**src/rtl/mbc_pkg.sv**
```systemverilog
package mbc_pkg;

    typedef enum logic [2:0] {
        ST_IDLE,
        ST_ADDR,
        ST_ALEF,
        ST_STRB,
        ST_RCVR
    } cyc_e;

endpackage

```
**src/rtl/mbc_seq.sv**
```systemverilog
module mbc_seq
    import mbc_pkg::*;
#(
    parameter int ADDR_W = 20,
    parameter int LEN_W  = 2,
    parameter int DW     = 16
) (
    input  logic              clk,
    input  logic              rst_n,
    input  logic              cfg_wide,
    input  logic [LEN_W-1:0]  cfg_strb_len,
    input  logic              req_valid,
    input  logic              req_we,
    input  logic [ADDR_W-1:0] req_addr,
    input  logic [DW-1:0]     req_wdata,
    input  logic [1:0]        req_be,
    input  logic [DW-1:0]     bus_ad_i,
    output cyc_e              st,
    output logic              cur_we,
    output logic [ADDR_W-1:0] cur_addr,
    output logic [DW-1:0]     cur_wdata,
    output logic [1:0]        cur_be,
    output logic [DW-1:0]     rdata,
    output logic              ready
);
    localparam int HB = DW / 2;

    typedef struct packed {
        cyc_e              st;
        logic [LEN_W-1:0]  cnt;
        logic              we;
        logic [ADDR_W-1:0] addr;
        logic [DW-1:0]     wdata;
        logic [1:0]        be;
        logic [DW-1:0]     rdata;
    } seq_t;

    seq_t r_q, r_d;

    always_comb begin
        r_d = r_q;
        unique case (r_q.st)
            ST_IDLE: begin
                if (req_valid) begin
                    r_d.st    = ST_ADDR;
                    r_d.we    = req_we;
                    r_d.addr  = req_addr;
                    r_d.wdata = req_wdata;
                    r_d.be    = req_be;
                end
            end
            ST_ADDR: r_d.st = ST_ALEF;
            ST_ALEF: begin
                r_d.st  = ST_STRB;
                r_d.cnt = cfg_strb_len;
            end
            ST_STRB: begin
                if (r_q.cnt == '0) begin
                    r_d.st = ST_RCVR;
                    if (!r_q.we)
                        r_d.rdata = cfg_wide ? bus_ad_i : {{HB{1'b0}}, bus_ad_i[HB-1:0]};
                end else begin
                    r_d.cnt = r_q.cnt - 1'b1;
                end
            end
            ST_RCVR: r_d.st = ST_IDLE;
            default: r_d.st = ST_IDLE;
        endcase
    end

    always_ff @(posedge clk) begin
        if (!rst_n) begin
            r_q <= '0;
        end else begin
            r_q <= r_d;
        end
    end

    assign st        = r_q.st;
    assign cur_we    = r_q.we;
    assign cur_addr  = r_q.addr;
    assign cur_wdata = r_q.wdata;
    assign cur_be    = r_q.be;
    assign rdata     = r_q.rdata;
    assign ready     = (r_q.st == ST_RCVR);

    // captured request held for the whole cycle
    p_hold_req_r11: assert property (@(posedge clk) disable iff (!rst_n)
        (r_q.st != ST_IDLE) |=> ($stable(r_q.addr) && $stable(r_q.we) && $stable(r_q.be)));

    // completion pulse is a single clock
    p_ready_pulse_r11: assert property (@(posedge clk) disable iff (!rst_n)
        ready |=> !ready);

    // recovery always returns to idle
    p_rcvr_idle_r2: assert property (@(posedge clk) disable iff (!rst_n)
        (r_q.st == ST_RCVR) |=> (r_q.st == ST_IDLE));

endmodule

```
**src/rtl/mbc_strobe_dec.sv**
```systemverilog
module mbc_strobe_dec (
    input  logic       clk,
    input  logic       rst_n,
    input  logic       cfg_wide,
    input  logic       cfg_split,
    input  logic       we,
    input  logic       addr0,
    input  logic [1:0] be,
    input  logic       strb,
    input  logic       busy,
    output logic       a0,
    output logic       rd_n,
    output logic       wr_n,
    output logic       hi_n
);
    logic [1:0] lanes;
    logic       split_eff;

    always_comb begin
        lanes     = (be == 2'b00) ? 2'b11 : be;
        split_eff = cfg_wide && cfg_split;
        a0        = cfg_wide ? (lanes == 2'b10) : addr0;
        rd_n      = !(strb && !we);
        if (split_eff) begin
            wr_n = !(strb && we && lanes[0]);
            hi_n = !(strb && we && lanes[1]);
        end else begin
            wr_n = !(strb && we);
            hi_n = cfg_wide ? !(busy && lanes[1]) : 1'b1;
        end
    end

    // byte-high-enable high together with address bit 0 high is never driven
    p_no_void_lane_r4: assert property (@(posedge clk) disable iff (!rst_n)
        (busy && cfg_wide && !cfg_split) |-> !(hi_n && a0));

    // byte-high-enable unused on an 8-bit bus
    p_narrow_hi_idle_r5: assert property (@(posedge clk) disable iff (!rst_n)
        !cfg_wide |-> hi_n);

endmodule

```
**src/rtl/mux_bus_cycler.sv**
```systemverilog
module mux_bus_cycler
    import mbc_pkg::*;
#(
    parameter int ADDR_W = 20,
    parameter int LEN_W  = 2
) (
    input  logic              clk,
    input  logic              rst_n,
    input  logic              cfg_wide,
    input  logic              cfg_split,
    input  logic              cfg_mux,
    input  logic [LEN_W-1:0]  cfg_strb_len,
    input  logic              req_valid,
    input  logic              req_we,
    input  logic [ADDR_W-1:0] req_addr,
    input  logic [15:0]       req_wdata,
    input  logic [1:0]        req_be,
    output logic              req_ready,
    output logic [15:0]       rsp_rdata,
    output logic [ADDR_W-1:0] bus_addr,
    output logic [15:0]       bus_ad_o,
    output logic              bus_ad_oe,
    input  logic [15:0]       bus_ad_i,
    output logic              bus_ale,
    output logic              bus_rd_n,
    output logic              bus_wr_n,
    output logic              bus_hi_n
);
    localparam int DW = 16;
    localparam int HB = DW / 2;

    cyc_e              st;
    logic              cur_we;
    logic [ADDR_W-1:0] cur_addr;
    logic [DW-1:0]     cur_wdata;
    logic [1:0]        cur_be;
    logic              a0;
    logic              strb, busy, aphase, dphase;

    mbc_seq #(.ADDR_W(ADDR_W), .LEN_W(LEN_W), .DW(DW)) u_seq (
        .clk          (clk),
        .rst_n        (rst_n),
        .cfg_wide     (cfg_wide),
        .cfg_strb_len (cfg_strb_len),
        .req_valid    (req_valid),
        .req_we       (req_we),
        .req_addr     (req_addr),
        .req_wdata    (req_wdata),
        .req_be       (req_be),
        .bus_ad_i     (bus_ad_i),
        .st           (st),
        .cur_we       (cur_we),
        .cur_addr     (cur_addr),
        .cur_wdata    (cur_wdata),
        .cur_be       (cur_be),
        .rdata        (rsp_rdata),
        .ready        (req_ready)
    );

    assign strb   = (st == ST_STRB);
    assign busy   = (st != ST_IDLE);
    assign aphase = (st == ST_ADDR) || (st == ST_ALEF);
    assign dphase = (st == ST_STRB) || (st == ST_RCVR);

    mbc_strobe_dec u_dec (
        .clk       (clk),
        .rst_n     (rst_n),
        .cfg_wide  (cfg_wide),
        .cfg_split (cfg_split),
        .we        (cur_we),
        .addr0     (cur_addr[0]),
        .be        (cur_be),
        .strb      (strb),
        .busy      (busy),
        .a0        (a0),
        .rd_n      (bus_rd_n),
        .wr_n      (bus_wr_n),
        .hi_n      (bus_hi_n)
    );

    always_comb begin
        bus_ad_o = '0;
        if (cfg_mux && aphase) begin
            bus_ad_o[HB-1:0] = cfg_wide ? cur_addr[HB:1] : cur_addr[HB-1:0];
        end else if (cur_we && dphase) begin
            bus_ad_o = cfg_wide ? cur_wdata : {{HB{1'b0}}, cur_wdata[HB-1:0]};
        end
    end

    assign bus_ad_oe = (cfg_mux && aphase) || (cur_we && dphase);
    assign bus_ale   = cfg_mux && (st == ST_ADDR);
    assign bus_addr  = busy ? {cur_addr[ADDR_W-1:1], a0} : '0;

    // read strobe and any write strobe never low together
    p_one_strobe_r10: assert property (@(posedge clk) disable iff (!rst_n)
        !bus_rd_n |-> (bus_wr_n && !(cfg_wide && cfg_split && !bus_hi_n)));

    // pads released while the read strobe is active
    p_no_drive_on_read_r8: assert property (@(posedge clk) disable iff (!rst_n)
        !bus_rd_n |-> !bus_ad_oe);

    // latch enable lasts one clock
    p_ale_single_r6: assert property (@(posedge clk) disable iff (!rst_n)
        bus_ale |=> (!bus_ale && bus_ad_oe));

    // strobes idle high whenever the sequencer is idle
    p_idle_quiet_r2: assert property (@(posedge clk) disable iff (!rst_n)
        !busy |-> (bus_rd_n && bus_wr_n && !bus_ale && !bus_ad_oe));

endmodule

```
**config.mk**
```make
export PLATFORM = sky130hd
export DESIGN_NAME = mux_bus_cycler
export DESIGN_NICKNAME = d
export VERILOG_FILES = /design/src/rtl/mbc_pkg.sv /design/src/rtl/mbc_seq.sv /design/src/rtl/mbc_strobe_dec.sv /design/src/rtl/mux_bus_cycler.sv
export SDC_FILE = /design/constraint.sdc
export NUM_CORES = 1
export LEC_CHECK = 0
export ABC_AREA = 1
export CORE_MARGIN = 2
export CORE_UTILIZATION = 44
export DETAILED_ROUTE_END_ITERATION = 12
export GPL_TIMING_DRIVEN = 1
export MAX_ROUTING_LAYER = met4
export PLACE_DENSITY = 0.79
export SETUP_SLACK_MARGIN = 0.3
export SLEW_MARGIN = 20
export SYNTH_ARGS = -nofsm -noshare
export SYNTH_HDL_FRONTEND = slang
export SYNTH_SLANG_ARGS = --single-unit
export TNS_END_PERCENT = 5
```
**constraint.sdc**
```tcl
create_clock -name clk -period 1.7 [get_ports clk]
set_input_delay 0.17 -clock clk [delete_from_list [all_inputs] [get_ports clk]]
set_output_delay 0.17 -clock clk [all_outputs]
set_load 0.005 [all_outputs]
```
==> out/results.ini, run 1 <==
[status]
outcome = finished, violations left
violations = setup timing

[pwr]
power.share.sequential = 0.373
pwr_density_cell_mw_per_mm2 = 901
p_leak_nw = 2.28
max-vdd-ir-drop_mv = 0.586
swShare = 0.303
p_comb_frac = 0.286
power.total_mw = 4.49
p_switching_mw = 1.36
p_clk_frac = 0.342
p_int_mw = 3.13

[synth]
synth.most_common_cell = nor2_1
synth-main-ff-cell = dfxtp_1
ys_seq_elements = 60
syn_area_per_cell_um2 = 6.60
synth_nets = 523
syn-cell-area_mm2 = 0.00303
ys_top_cells_by_count = nor2_1 (109), nand2_1 (73), dfxtp_1 (60)
yosys.cell_types.count = 28
synth.top_cell.area_share = 0.396
synth_edf_count = 0
async_reset_ff_frac = 0
synth_area_leaders = dfxtp_1 (40%), nor2_1 (13%), nand2_1 (9.0%)
netlist_instances = 459
ys.warnings.count = 0
yosysSeqAreaShare = 0.396
yosysTopAreaCell = dfxtp_1

[min_path]
hold_depth = 3
hp-class = input port to flop

[setup_path]
required_ps = 1530
r2r_cells = 10
cp-end-kind = primary output
crit_fanout = 5
arrival_ps = 1550
cp-start-kind = flop
critPathKind = flop to primary output

[layout]
n_fill_cell = 518
syn_to_final_growth_pct = 64.3
postLayoutCellArea_mm2 = 0.00498
nets = 657
n_antenna_cell = 0
fin_cells = 678
drive_gt1_frac = 0.339

[global_routing]
grt_max_degree = 33
grt_pass1_vias = 3201
grt_first_pass_wirelength_um = 14900
grt-ovfl-total = 0
antenna_found_initial = 0
grt_use_total = 0.257

[floorplan]
start_util = 0.451
die_x_um = 87.0
rows = 30
io_pins = 121
core_area_mm2 = 0.00672
die_y_um = 87.0
dieArea_mm2 = 0.00757

[drt]
wl_um = 9570
drc = 0
first_iter_violations = 148
dr.pass1.iters = 5
viasPerCell = 4.99
wl_per_cell_um = 14.1
vias = 3384
ant_nets = 0

[timing]
post-route-period-util = 1.01
min_period_ps = 1720
skew_ps = 6.81
rsz0062_at_grt = true
hold_violations = 0
slew-limit-headroom = 0.814
fin_ws_ps = -22.2
drv_slew = 0
worst_pin_slew_ps = 279
setup_viol = 3
max_freq_ghz = 0.581
whs_ps = 198

[clock_tree]
cts_buffers = 9
cts_root_buffer = clkbuf_8
cts_max_level = 3
cts_sinks = 60
clk_pin_slew_worst_paths_ps = 70
cts_tree = yes
cts_buffer_depth = 2
clkLatencyLatePin_ps = 330

[place]
dpl_cell_area_mm2 = 0.00431
dpl.cell_count = 646
io_buffers = 120
dpl.hpwl_um = 5980
place_ws_ps = -254
gp_congestion = 0.872

[flow_run]
maxCapViolations = 0

[final timing paths]
path                                                   start                              end  slack (ps)
worst max-delay path                u_seq.st[0]$_SDFFE_PN0P_                     bus_ad_o[13]         -20
worst min-delay path                                   rst_n       u_seq.r_q[55]$_SDFFE_PN0P_         200
worst max register to register      u_seq.st[0]$_SDFFE_PN0P_  u_seq.cur_wdata[1]$_SDFFE_PN0P_          70
worst min register to register  u_seq.cur_be[1]$_SDFFE_PN0P_     u_seq.cur_be[1]$_SDFFE_PN0P_         470
[power groups by stage]
stage	logic, mW	registers (mW)	clock network [mW]
floorplan	0.601	1.65	0
global placement	1.03	1.68	0
detailed placement	1.05	1.69	0
CTS	1.17	1.67	1.54
global route	1.40	1.69	1.62
finish	1.28	1.67	1.53
[layer usage]
metal | track usage | vias up | part of all wire
met4 | 0.0881 | 0 | 0.013
met3 | 0.0417 | 13 | 0.058
met1 | 0.317 | 1572 | 0.42
met2 | 0.426 | 120 | 0.51
met5 | - | - | 0
li1 | - | 1679 | -
[critical path, cell delays in order (launching register included)]
cell	delay [ps]
dfxtp_4	390
o21ai_4	250
nand3_4	160
nor3_2	160
dlygate4sd2_1	250
[flip-flops by register name, summed over array words and instances (netlist names)]
name             count
u_seq.cur_wdata     16
u_seq.cur_addr      20
u_seq.st             3
u_seq.cur_we         1
u_seq.cur_be         2
u_seq.r_q            2
u_seq.rdata         16
[cells by family after synthesis]
group	synth area share
adders and majority gates	0.00413
and+or+nand+nor	0.329
buffers and inverters	0.162
AOI/OAI and AO/OA	0.109
DFF	0.396
[cell type report]
type                       instances  area [µm²]  area share
clock buffer                      11         131      0.0264
clock inverter                     5         100      0.0201
inverter                          62         251      0.0505
multi-input combinational        298        1720       0.346
sequential                        60        1220       0.244
tap                               80         100      0.0201
timing repair buffer             160        1430       0.288
timing repair inverter             2        25.0     0.00503
[placed cells by master, fill, tap and decap left out, types with 7 or more instances in the layout]
| cell type | netlist | final |
|---|---|---|
| nor2_1 | 109 | 90 |
| clkdlybuf4s50_1 | 0 | 74 |
| inv_1 | 59 | 57 |
| dfxtp_1 | 60 | 54 |
| o21ai_0 | 41 | 39 |
| nand2_1 | 73 | 35 |
| nor2_2 | 10 | 27 |
| buf_2 | 10 | 27 |
| nand2_2 | 3 | 26 |
| buf_4 | 18 | 26 |
| nand2_4 | 1 | 16 |
| buf_6 | 2 | 13 |
| nand3_1 | 12 | 10 |
| nand4_1 | 9 | 9 |
| clkbuf_8 | 0 | 9 |
| a21oi_1 | 15 | 7 |
| nor3_2 | 0 | 7 |
| clkbuf_2 | 0 | 7 |
[per-stage QoR]
| step | util | setup TNS [ps] |
|---|---|---|
| floorplan | - | 0 |
| global placement | 0.642 | -2940 |
| detailed placement | 0.642 | -3100 |
| CTS | 0.704 | 0 |
| global route | 0.741 | -590 |
| finish | 0.741 | -37.1 |
[what timing repair did]
action	in CTS	in global routing
pin swaps	14	44
endpoints found under the setup margin	97	105
buffers inserted	13	0
cloned	3	0
hold buffers	0	0
gates resized for setup	159	131
Note: power is estimated with default switching activity, not from simulation.
==> run 2: changes to the inputs <==
--- a/config.mk
+++ b/config.mk
@@ -6,8 +6,9 @@
 export NUM_CORES = 1
 export LEC_CHECK = 0
 export ABC_AREA = 1
-export CORE_MARGIN = 2
+export CORE_MARGIN = 3
 export CORE_UTILIZATION = 44
+export CTS_CLUSTER_DIAMETER = 30
 export DETAILED_ROUTE_END_ITERATION = 12
 export GPL_TIMING_DRIVEN = 1
 export MAX_ROUTING_LAYER = met4
==> out/results.ini, run 2 (same netlist as run 1, synthesis figures left out) <==
[layout]
final_cell_mix = nor2_1 (100), clkdlybuf4s50_1 (76), nand2_1 (70), inv_1 (57), dfxtp_1 (55)  ; was nor2_1 (90), clkdlybuf4s50_1 (74), inv_1 (57), dfxtp_1 (54), o21ai_0 (39)
drive_gt1_frac = 0.315  ; was 0.339
n_fill_cell = 511  ; was 518
nets = 653  ; was 657
n_antenna_cell = 0  ; unchanged
final_common_cell = nor2_1  ; unchanged
largest_reg_flops = 20  ; unchanged
syn_to_final_growth_pct = 57.8  ; was 64.3%
postLayoutCellArea_mm2 = 0.00478  ; was 0.00498 mm²

[drt]
first_iter_violations = 148  ; unchanged
drc = 0  ; unchanged
dr.pass1.iters = 4  ; was 5
viasPerCell = 4.98  ; was 4.99
wl_um = 9580  ; was 9570 µm
wl_per_cell_um = 14.3  ; was 14.1 µm
vias = 3339  ; was 3384
ant_nets = 0  ; unchanged

[clock_tree]
cts_sinks = 60  ; unchanged
cts_buffer_depth = 2  ; unchanged
clkLatencyLatePin_ps = 330  ; about the same
clk_pin_slew_worst_paths_ps = 70  ; about the same
cts_tree = yes  ; unchanged
cts_root_buffer = clkbuf_8  ; unchanged
cts_buffers = 9  ; unchanged
cts_max_level = 3  ; unchanged
holdBufCountCts = 0  ; unchanged

[global_routing]
grt_pass1_vias = 3172  ; was 3201
grt_first_pass_wirelength_um = 14900  ; about the same
grt_max_degree = 36  ; was 33
antenna_found_initial = 0  ; unchanged
grt_use_total = 0.252  ; was 0.257
grt-ovfl-total = 0  ; unchanged

[timing]
setup_viol = 8  ; was 3
fin_ws_ps = -65.2  ; was -22.2 ps
hold_violations = 0  ; unchanged
skew_ps = 8.30  ; was 6.81 ps
rsz0062_at_grt = true  ; unchanged
worst_pin_slew_ps = 747  ; was 279 ps
max_freq_ghz = 0.567  ; was 0.581 GHz
min_period_ps = 1770  ; was 1720 ps
post-route-period-util = 1.04  ; was 1.01
drv_slew = 0  ; unchanged
setup_tns_ps = -336  ; was -37.1 ps
slew-limit-headroom = 0.502  ; was 0.814

[floorplan]
start_util = 0.467  ; was 0.451
io_pins = 121  ; unchanged
dieArea_mm2 = 0.00792  ; was 0.00757 mm²
die_y_um = 89.0  ; was 87.0 µm
rows = 29  ; was 30
core_area_mm2 = 0.00649  ; was 0.00672 mm²
die_x_um = 89.0  ; was 87.0 µm

[setup_path]
required_ps = 1530  ; about the same
path_cells = buf_6 -> o21ai_4 -> buf_4 -> nand3_4 -> buf_4 -> nand2_1 -> clkdlybuf4s15_2  ; was o21ai_4 -> nand3_4 -> nor3_2 -> dlygate4sd2_1
crit_fanout = 5  ; unchanged
cp-end-kind = primary output  ; unchanged
cp_slowest_cell = dfxtp_4  ; unchanged
r2r_cells = 9  ; was 10
cp-start-kind = flop  ; unchanged
cpPeakStageDelay_ps = 370  ; was 390 ps
arrival_ps = 1600  ; was 1550 ps
crit_top_cell = buf_4
critPathKind = flop to primary output  ; unchanged

[pwr]
power.total_mw = 4.12  ; was 4.49 mW
swShare = 0.320  ; was 0.303
p_leak_nw = 2.18  ; was 2.28 nW
p_comb_frac = 0.300  ; was 0.286
p_int_mw = 2.80  ; was 3.13 mW
power.share.sequential = 0.412  ; was 0.373
max-vdd-ir-drop_mv = 0.585  ; was 0.586 mV
p_switching_mw = 1.32  ; was 1.36 mW
p_clk_frac = 0.287  ; was 0.342
pwr_density_cell_mw_per_mm2 = 861  ; was 901 mW/mm²

[min_path]
hp-class = input port to flop  ; unchanged
hold_depth = 3  ; unchanged

[flow_run]
maxCapViolations = 0  ; unchanged

[place]
io_buffers = 120  ; unchanged
dpl.hpwl_um = 6300  ; was 5980 µm
dpl_cell_area_mm2 = 0.00430  ; was 0.00431 mm²
place_ws_ps = -229  ; was -254 ps
gp_congestion = 0.880  ; was 0.872

[status]
violations = setup timing  ; unchanged
outcome = finished, violations left  ; unchanged

run 2: per-layer routing:
| layer | vias up | GRT usage | share of wire |
|---|---|---|---|
| met4 | 0 | 0.0934 | 0.027 |
| met1 | 1526 | 0.297 | 0.41 |
| met3 | 23 | 0.0664 | 0.064 |
| met2 | 121 | 0.415 | 0.50 |
| li1 | 1669 | - | - |
| met5 | - | - | 0 |
run 2: path summary, 6_finish.rpt:
kind | from | endpoint | slack (ps)
max reg2reg | u_seq.st[2]$_SDFFE_PN0P_ | u_seq.cur_wdata[6]$_SDFFE_PN0P_ | 80
max | u_seq.st[0]$_SDFFE_PN0P_ | bus_ad_oe | -70
min reg2reg | u_seq.cur_be[1]$_SDFFE_PN0P_ | u_seq.cur_be[1]$_SDFFE_PN0P_ | 470
min | rst_n | u_seq.cur_wdata[14]$_SDFFE_PN0P_ | 400
run 2: layout make-up:
type / instances / area [µm²] / share of cell area
inverters: 62 / 250 / 0.0523
repair buffers: 158 / 1410 / 0.295
well taps: 77 / 96.3 / 0.0201
clock inverters: 1 / 5.00 / 0.00105
multi-input cells: 298 / 1630 / 0.341
clock buffers: 15 / 176 / 0.0369
flip-flops and latches: 60 / 1210 / 0.253
run 2: critical path, delay by kind of cell, from the launching register on:
kind	cells	cell delay, ps
compound gates	1	170
buf+inv	4	600
flops	1	370
simple gates	2	110
run 2: per-stage QoR:
step | instances | hold slack (ps) | util
2_1_floorplan | 459 | 298 | -
3_3_place_gp | 644 | 449 | 0.662
3_5_place_dp | 644 | 452 | 0.662
4_1_cts | 668 | 371 | 0.724
5_1_grt | 671 | 404 | 0.737
6_report | 671 | 403 | 0.737
run 2: power groups by stage:
stage / registers (mW) / logic [mW] / clock network, mW
5_1_grt: 1.72 / 1.36 / 1.27
3_5_place_dp: 1.69 / 1.06 / 0
3_3_place_gp: 1.68 / 1.04 / 0
4_1_cts: 1.69 / 1.21 / 1.21
2_1_floorplan: 1.65 / 0.601 / 0
6_report: 1.70 / 1.24 / 1.18
run 2: repair_timing:
action	CTS	global route
setup buffers	7	3
resized for setup	265	21
cloned	1	0
pin swaps	88	76
endpoints found under the setup margin	97	102
==> run 3: changes to the inputs <==
--- a/config.mk
+++ b/config.mk
@@ -12,7 +12,7 @@
 export DETAILED_ROUTE_END_ITERATION = 12
 export GPL_TIMING_DRIVEN = 1
 export MAX_ROUTING_LAYER = met4
-export PLACE_DENSITY = 0.79
+export PLACE_DENSITY = 0.84
 export SETUP_SLACK_MARGIN = 0.3
 export SLEW_MARGIN = 20
 export SYNTH_ARGS = -nofsm -noshare
==> out/results.ini, run 3 (same netlist as run 1, synthesis figures left out) <==
[status]
outcome = completed  ; was finished, violations left

[place]
dpl.hpwl_um = 6390  ; was 6300 µm
gp_congestion = 0.947  ; was 0.880
io_buffers = 120  ; unchanged
place_ws_ps = -237  ; was -229 ps

[global_routing]
grt_use_total = 0.243  ; was 0.252
grt-ovfl-total = 0  ; unchanged
grt_first_pass_wirelength_um = 14600  ; was 14900 µm
antenna_found_initial = 0  ; unchanged
grt_pass1_vias = 3193  ; was 3172
grt_max_degree = 33  ; was 36

[timing]
post-route-period-util = 0.989  ; was 1.04
setup_viol = 0  ; was 8
setup_tns_ps = 0  ; was -336 ps
slew-limit-headroom = 0.717  ; was 0.502
fin_ws_ps = 18.6  ; was -65.2 ps
min_period_ps = 1680  ; was 1770 ps
max_freq_ghz = 0.595  ; was 0.567 GHz
worst_pin_slew_ps = 425  ; was 747 ps
hold_violations = 0  ; unchanged
drv_slew = 0  ; unchanged
skew_ps = 8.10  ; was 8.30 ps
rsz0062_at_grt = true  ; unchanged

[setup_path]
required_ps = 1530  ; about the same
r2r-start = u_seq.st[0]$_SDFFE_PN0P_  ; was u_seq.st[2]$_SDFFE_PN0P_
r2r_cells = 12  ; was 9
rr_endpoint = u_seq.r_q[55]$_SDFFE_PN0P_  ; was u_seq.cur_wdata[6]$_SDFFE_PN0P_
cpPeakStageDelay_ps = 380  ; was 370 ps
critPathKind = flop to primary output  ; unchanged
worstSetupEndpoint = bus_addr[7]  ; was bus_ad_oe
path_cells = nor2_4 -> buf_4 -> nand2_8 -> inv_8 -> nor2_1 -> dlygate4sd2_1  ; was buf_6 -> o21ai_4 -> buf_4 -> nand3_4 -> buf_4 -> nand2_1 -> clkdlybuf4s15_2
cp-start-kind = flop  ; unchanged
r2r_setup_slack_ps = 120  ; was 80 ps
cp-startpoint = u_seq.st[0]$_SDFFE_PN0P_  ; unchanged
crit_family = buffers and inverters  ; unchanged
path_buf_inv = 3  ; was 4
cp_slowest_cell = dfxtp_4  ; unchanged
crit_fanout = 10  ; was 5
cp-end-kind = primary output  ; unchanged
cp.depth = 6  ; was 7
arrival_ps = 1510  ; was 1600 ps

[min_path]
hp-class = input port to flop  ; unchanged

[layout]
seq_area_mm2 = 0.00121  ; unchanged
final_common_cell = nor2_1  ; unchanged
final_core_util = 0.725  ; was 0.737
nets = 658  ; was 653
largest_reg_flops = 20  ; unchanged
final_cell_mix = nor2_1 (108), clkdlybuf4s50_1 (75), nand2_1 (65), inv_1 (57), dfxtp_1 (57)  ; was nor2_1 (100), clkdlybuf4s50_1 (76), nand2_1 (70), inv_1 (57), dfxtp_1 (55)
syn_to_final_growth_pct = 55.4  ; was 57.8%
n_antenna_cell = 0  ; unchanged
drive_gt1_frac = 0.217  ; was 0.315
multi_input_area_mm2 = 0.00147  ; was 0.00163 mm²
n_fill_cell = 505  ; was 511

[floorplan]
die_x_um = 89.0  ; unchanged
dieArea_mm2 = 0.00792  ; unchanged
io_pins = 121  ; unchanged
start_util = 0.467  ; unchanged
core_area_mm2 = 0.00649  ; unchanged
die_y_um = 89.0  ; unchanged
rows = 29  ; unchanged

[clock_tree]
cts_root_buffer = clkbuf_8  ; unchanged
clkLatencyLatePin_ps = 330  ; about the same
cts_sinks = 60  ; unchanged
cts_max_level = 3  ; unchanged
cts_buffer_depth = 2  ; unchanged
cts_buffers = 9  ; unchanged
cts_tree = yes  ; unchanged
clk_pin_slew_worst_paths_ps = 60  ; was 70 ps

[flow_run]
maxCapViolations = 0  ; unchanged

[pwr]
power.total_mw = 4.16  ; was 4.12 mW
p_leak_nw = 2.27  ; was 2.18 nW
max-vdd-ir-drop_mv = 0.525  ; was 0.585 mV
pwr_density_cell_mw_per_mm2 = 883  ; was 861 mW/mm²

[drt]
viasPerCell = 4.89  ; was 4.98
drc = 0  ; unchanged
first_iter_violations = 192  ; was 148
wl_um = 9330  ; was 9580 µm
vias = 3305  ; was 3339
wl_per_cell_um = 13.8  ; was 14.3 µm
dr.pass1.iters = 4  ; unchanged
ant_nets = 0  ; unchanged

run 3: repair_timing:
action | CTS | global route
gates resized for setup | 125 | 36
buffers inserted | 15 | 0
pin swaps | 8 | 27
gates cloned | 0 | 1
hold buffers | 0 | 0
setup endpoints to repair | 99 | 100
run 3: tightest hold or removal path: stages:
cell     delay, ps
buf_2          240
nand2_1        120
nor2_1          30
run 3: worst min path at each step:
stage                                 start                               end  slack, ps  cells past startpoint
2_1_floorplan                 req_wdata[10]  u_seq.cur_wdata[10]$_SDFFE_PN0P_        300                      2
3_3_place_gp   u_seq.cur_be[1]$_SDFFE_PN0P_      u_seq.cur_be[1]$_SDFFE_PN0P_        450                      2
3_5_place_dp   u_seq.cur_be[1]$_SDFFE_PN0P_      u_seq.cur_be[1]$_SDFFE_PN0P_        460                      2
4_1_cts                               rst_n        u_seq.r_q[55]$_SDFFE_PN0P_        260                      3
5_1_grt                               rst_n        u_seq.r_q[55]$_SDFFE_PN0P_        300                      3
6_report                              rst_n        u_seq.r_q[55]$_SDFFE_PN0P_        280                      3
run 3: metrics by stage:
step	instance area [µm²]	std cells	hold slack [ps]
finish	4710	676	284
floorplan	3030	459	298
detailed placement	4320	644	460
global route	4710	676	298
CTS	4610	675	263
global placement	4320	644	449
run 3: per-layer routing:
metal | vias up | GRT usage | share of wire
li1 | 1674 | - | -
met1 | 1486 | 0.291 | 0.40
met2 | 122 | 0.395 | 0.49
met3 | 23 | 0.0525 | 0.076
met4 | 0 | 0.0988 | 0.027
met5 | - | - | 0
run 3: power by group:
group          switching, mW  internal, mW
Clock                  0.543         0.753
Sequential             0.107          1.57
Combinational          0.614         0.579
Total                   1.26          2.90
run 3: layout make-up:
type	instances	share of cell area
Clock inverter	4	0.0101
Clock buffer	12	0.0329
Multi-Input combinational cell	297	0.311
Sequential cell	60	0.257
Timing Repair inverter	1	0.00239
Inverter	62	0.0531
Timing Repair Buffer	163	0.313
Tap cell	77	0.0205
